## src/rtl/dual_rank_pkg.sv

```systemverilog
package dual_rank_pkg;
  typedef enum logic [2:0] {
    OP_HOLD  = 3'd0,
    OP_CLEAR = 3'd1,
    OP_LOAD  = 3'd2,
    OP_UP    = 3'd3,
    OP_DOWN  = 3'd4,
    OP_SHIFT = 3'd5
  } op_e;
endpackage

```

## src/rtl/dr_op_decode.sv

```systemverilog
module dr_op_decode
  import dual_rank_pkg::*;
(
  input  logic load_ni,
  input  logic drive_ni,
  input  logic up_ni,
  input  logic down_ni,
  input  logic shift_ni,
  output op_e  op_o,
  output logic oe_o
);
  always_comb begin
    if (!up_ni && !down_ni) op_o = OP_CLEAR;
    else if (!load_ni)      op_o = OP_LOAD;
    else if (!up_ni)        op_o = OP_UP;
    else if (!down_ni)      op_o = OP_DOWN;
    else if (!shift_ni)     op_o = OP_SHIFT;
    else                    op_o = OP_HOLD;
  end

  // input side dominates the drivers
  assign oe_o = !drive_ni && load_ni;

  always_comb begin
    assert (!(oe_o && !load_ni)) else $error("p_load_blocks_oe_r9");
  end
endmodule

```

## src/rtl/dr_rank_a.sv

```systemverilog
module dr_rank_a
  import dual_rank_pkg::*;
#(
  parameter int WIDTH = 8
) (
  input  logic             clk_i,
  input  logic             rst_ni,
  input  op_e              op_i,
  input  logic [WIDTH-1:0] bus_i,
  input  logic [WIDTH-1:0] b_i,
  output logic [WIDTH-1:0] a_o
);
  logic [WIDTH-1:0] a_q;

  always_ff @(posedge clk_i or negedge rst_ni) begin
    if (!rst_ni) a_q <= '0;
    else begin
      case (op_i)
        OP_CLEAR: a_q <= '0;
        OP_LOAD:  a_q <= bus_i;
        OP_UP:    a_q <= b_i;
        default:  a_q <= a_q;
      endcase
    end
  end

  assign a_o = a_q;

  p_clear_a_r2: assert property (@(posedge clk_i) disable iff (!rst_ni)
    op_i == OP_CLEAR |=> a_q == '0);
  p_load_r3: assert property (@(posedge clk_i) disable iff (!rst_ni)
    op_i == OP_LOAD |=> a_q == $past(bus_i));
  p_up_r4: assert property (@(posedge clk_i) disable iff (!rst_ni)
    op_i == OP_UP |=> a_q == $past(b_i));
  p_a_hold_r8: assert property (@(posedge clk_i) disable iff (!rst_ni)
    (op_i == OP_HOLD || op_i == OP_DOWN || op_i == OP_SHIFT) |=> $stable(a_q));
endmodule

```

## src/rtl/dr_rank_b.sv

```systemverilog
module dr_rank_b
  import dual_rank_pkg::*;
#(
  parameter int WIDTH = 8
) (
  input  logic             clk_i,
  input  logic             rst_ni,
  input  op_e              op_i,
  input  logic [WIDTH-1:0] a_i,
  input  logic             ser_i,
  output logic [WIDTH-1:0] b_o,
  output logic             ser_o
);
  localparam int MSB = WIDTH - 1;

  logic [WIDTH-1:0] b_q;
  logic [WIDTH-1:0] shifted;

  for (genvar i = 0; i < WIDTH; i++) begin : g_shift
    if (i == 0) begin : g_entry
      assign shifted[i] = ser_i;
    end else begin : g_link
      assign shifted[i] = b_q[i-1];
    end
  end

  always_ff @(posedge clk_i or negedge rst_ni) begin
    if (!rst_ni) b_q <= '0;
    else begin
      case (op_i)
        OP_CLEAR: b_q <= '0;
        OP_DOWN:  b_q <= a_i;
        OP_SHIFT: b_q <= shifted;
        default:  b_q <= b_q;
      endcase
    end
  end

  assign b_o   = b_q;
  assign ser_o = b_q[MSB];

  p_clear_b_r2: assert property (@(posedge clk_i) disable iff (!rst_ni)
    op_i == OP_CLEAR |=> b_q == '0);
  p_down_r5: assert property (@(posedge clk_i) disable iff (!rst_ni)
    op_i == OP_DOWN |=> b_q == $past(a_i));
  p_shift_r6: assert property (@(posedge clk_i) disable iff (!rst_ni)
    op_i == OP_SHIFT |=> b_q[0] == $past(ser_i) && ser_o == $past(b_q[MSB-1]));
  p_b_hold_r7: assert property (@(posedge clk_i) disable iff (!rst_ni)
    (op_i == OP_HOLD || op_i == OP_LOAD || op_i == OP_UP) |=> $stable(b_q));
endmodule

```

## src/rtl/dual_rank_shreg.sv

```systemverilog
module dual_rank_shreg
  import dual_rank_pkg::*;
#(
  parameter int WIDTH = 8
) (
  input  logic             clk_i,
  input  logic             rst_ni,
  input  logic [WIDTH-1:0] bus_i,
  output logic [WIDTH-1:0] bus_o,
  output logic             bus_oe_o,
  input  logic             ser_i,
  output logic             ser_o,
  input  logic             load_ni,
  input  logic             drive_ni,
  input  logic             up_ni,
  input  logic             down_ni,
  input  logic             shift_ni
);
  op_e              op;
  logic [WIDTH-1:0] a_q;
  logic [WIDTH-1:0] b_q;

  dr_op_decode i_decode (
    .load_ni  (load_ni),
    .drive_ni (drive_ni),
    .up_ni    (up_ni),
    .down_ni  (down_ni),
    .shift_ni (shift_ni),
    .op_o     (op),
    .oe_o     (bus_oe_o)
  );

  dr_rank_a #(.WIDTH(WIDTH)) i_rank_a (
    .clk_i  (clk_i),
    .rst_ni (rst_ni),
    .op_i   (op),
    .bus_i  (bus_i),
    .b_i    (b_q),
    .a_o    (a_q)
  );

  dr_rank_b #(.WIDTH(WIDTH)) i_rank_b (
    .clk_i  (clk_i),
    .rst_ni (rst_ni),
    .op_i   (op),
    .a_i    (a_q),
    .ser_i  (ser_i),
    .b_o    (b_q),
    .ser_o  (ser_o)
  );

  assign bus_o = a_q;

  p_clear_wins_r2: assert property (@(posedge clk_i) disable iff (!rst_ni)
    (!up_ni && !down_ni) |=> bus_o == '0 && !ser_o);
  p_load_priority_r7: assert property (@(posedge clk_i) disable iff (!rst_ni)
    (!load_ni && (up_ni || down_ni)) |=> bus_o == $past(bus_i));
  p_oe_rule_r9: assert property (@(posedge clk_i) disable iff (!rst_ni)
    bus_oe_o |-> (!drive_ni && load_ni));
endmodule

```

## config.mk

```make
export PLATFORM = sky130hd
export DESIGN_NAME = dual_rank_shreg
export DESIGN_NICKNAME = d
export VERILOG_FILES = /design/src/rtl/dual_rank_pkg.sv /design/src/rtl/dr_op_decode.sv /design/src/rtl/dr_rank_a.sv /design/src/rtl/dr_rank_b.sv /design/src/rtl/dual_rank_shreg.sv
export SDC_FILE = /design/constraint.sdc
export NUM_CORES = 1
export LEC_CHECK = 0
export BUFFER_PORTS_ARGS = -buffer_cell sky130_fd_sc_hd__buf_2
export CAP_MARGIN = 25
export CORE_MARGIN = 2
export CORE_UTILIZATION = 55
export DETAILED_ROUTE_END_ITERATION = 8
export PLACE_DENSITY = 0.8
export SLEW_MARGIN = 20
export SYNTH_ARGS = -nofsm -noshare
export SYNTH_HDL_FRONTEND = slang
export SYNTH_HIERARCHICAL = 1
export SYNTH_SLANG_ARGS = --single-unit
export TNS_END_PERCENT = 100
```

## constraint.sdc

```tcl
create_clock -name clk_i -period 2.5 [get_ports clk_i]
set_input_delay 0.25 -clock clk_i [delete_from_list [all_inputs] [get_ports clk_i]]
set_output_delay 0.25 -clock clk_i [all_outputs]
set_load 0.02 [all_outputs]
```

==> flow_summary.yaml <==
detailed_routing:
  via_per_inst: 6.08
  wl_met2_mm: 1.01
  drc_errors: 0
  wl_met1_um: 915
  drt_first_pass_iters: 4
  wl_met3_um: 98
  wl_mm: 2.04
  drtIter0Drc: 10
  wire_per_inst_um: 14.6
  num_vias: 845
  ant_nets: 0
  top_layer_used: "met4"
grt:
  grt_max_degree: 34
  grt_first_pass_wirelength_mm: 3.35
  grt_usage_pct: 22.3
  antenna_found_initial: 0
  grt_overflow: 0
  grt_pass1_vias: 746
synth:
  synth_cell_type_count: 18
  async_flop_share_pct: 100
  synth.area.top_cells: "dfrtp_1, mux2i_1, nand4b_1, o2bb2ai_1, or3b_1"
  synth_seq_cells: 16
  yosysWarnings: 6
  netlist_instances: 90
  synth_area_um2: 985
  synth_nets: 106
  avgSynthCellArea_um2: 10.9
  synth_top_area_share_pct: 40.7
  synth_edf_count: 0
  synth_largest_area_cell: "dfrtp_1"
  synth_ff_type: "dfrtp_1"
  synth-seq-area-share_pct: 40.7
finish:
  fin_cells: 139
  final_common_cell: "buf_2"
  layout.nets: 131
  area_delta_synth_final_pct: 17.3
  multi_input_comb_area_um2: 529
  layout_common_cells: "buf_2, dfrtp_1, nand2_1"
  final_layout_size_suffix_gt1_share_pct: 29.8
  fillCellCount: 141
  ff_latch_area_um2: 400
  antenna_cells: 0
worst_setup_path:
  r2r_start: "i_rank_a/a_o[6]"
  worstRegToRegCells: 2
  worstSetupStartpoint: "up_ni"
  worstPathRequired_ns: 2.66
  end_kind: "register"
  crit_fanout: 18
  crit_end: "i_rank_b/b_o[0]"
  criticalPathCategory: "primary input to register"
  r2r_slack_ns: 1.61
  cp-start-kind: "primary input"
  worstPathArrival_ns: 1.40
  timing.rr.end: "i_rank_a/a_o[6]"
cts:
  insertion_delay_ns: 0.28
  clkTransAtPathRegs_ns: 0.09
  clkSinkCount: 16
  cts_tree: "done"
  postCtsSetupRepairBufs: 0
  cts_inserted_buffers: 3
  cts.path.max_buffers: 2
  cts_htree_levels: 1
  cts-root-buf: "clkbuf_4"
timing:
  slew_headroom_pct: 64.4
  slew_violations: 0
  min_period_over_period_pct: 49.9
  hold_viol: 0
  fin_setup_tns_ns: 0
  setup_viol: 0
  fin_crit_ns: 1.25
  rsz0062_at_grt: "false"
  worst_slew_pin_slew_ns: 0.535
  finalClockSkew_ns: 0.00339
  max_freq_mhz: 802
placement:
  dpl.cell_count: 134
  portBuffers: 25
  hpwl_mm: 1.39
  gp_congestion: 0.756
power_and_ir_drop:
  power_leakage_nw: 0.524
  power_w: 0.000635
  p_per_area_nw_per_um2: 549
  irDropWorstVdd_uv: 288
die:
  coreArea_um2: 1710
  dieArea_um2: 2140
  die_h_um: 46.3
  rows: 15
  initial_core_util_pct: 57.7
  die_w_um: 46.3
  ios: 26
job:
  maxCapViolCount: 0
run_status:
  status: "complete, no violations"
hold_path:
  hold_path.class: "primary input to register"
[worst min-delay path by stage]
| stage | from | slack (ns) | to | cells after the start |
|---|---|---|---|---|
| 6_report | bus_i[7] | 0.25 | i_rank_a/a_o[7] | 3 |
| 5_1_grt | bus_i[5] | 0.26 | i_rank_a/a_o[5] | 3 |
| 4_1_cts | bus_i[7] | 0.24 | i_rank_a/a_o[7] | 3 |
| 3_5_place_dp | rst_ni | 0.18 | i_rank_a/a_o[5] | 1 |
| 3_3_place_gp | rst_ni | 0.18 | i_rank_a/a_o[5] | 1 |
| 2_1_floorplan | rst_ni | -0.05 | i_rank_a/a_o[0] | 0 |
[critical path, stage by stage]
cell       delay (ns)
buf_2            0.12
nand2_1          0.08
o21a_1           0.47
nand2b_1         0.35
o2bb2ai_1        0.14
[layer usage]
layer	track usage (%)	up-vias
li1	-	402
met1	29.8	414
met2	35.0	27
met3	4.71	2
met4	8.57	0
met5	0	-
[stage by stage]
| stage | utilization (%) | instance area, um^2 | setup WS, ns | hold slack, ns |
|---|---|---|---|---|
| CTS | 67.6 | 1150 | 1.28 | 0.244 |
| global route | 67.6 | 1150 | 1.12 | 0.264 |
| floorplan | - | 985 | 1.13 | -0.0456 |
| finish | 67.6 | 1150 | 1.25 | 0.249 |
| detailed placement | 64.9 | 1110 | 0.971 | 0.183 |
| global placement | 64.9 | 1110 | 1.02 | 0.180 |
[cells by family after synthesis]
group           synth area share, %
compound gates                 10.8
buf+inv                        5.97
flops                          40.7
mux                            8.13
simple gates                   34.4
[Yosys cell counts (3+ instances only)]
| library cell | number |
|---|---|
| buf_4 | 3 |
| or3b_1 | 8 |
| dfrtp_1 | 16 |
| o2bb2ai_1 | 8 |
| buf_2 | 3 |
| nand4b_1 | 8 |
| or4bb_1 | 4 |
| mux2i_1 | 8 |
| nand4bb_1 | 4 |
| nand2_1 | 9 |
| nand4_1 | 8 |
[layout make-up]
class,count,area share (%)
multi-input combinational,65,45.8
sequential,16,34.7
clock buffer,4,3.14
timing repair buffer,29,13.7
tap,25,2.71
[state kept, by name, indices dropped and copies added, names as in the netlist]
signal	count
i_rank_a/a_o	8
i_rank_b/b_o	8
[report_power, final]
part / total [W] / leakage, nW / switching [W] / internal, W
clock: 0.000168 / 0.0210 / 0.0000798 / 0.0000886
sequential: 0.000308 / 0.215 / 0.0000237 / 0.000284
combinational: 0.000158 / 0.288 / 0.0000892 / 0.0000690
total: 0.000635 / 0.524 / 0.000193 / 0.000442
[repair_timing]
action,CTS,global route
resized for setup,0,0
hold endpoints to repair,16,0
hold buffers,1,0
No activity file was read; power rests on OpenSTA's default activity.
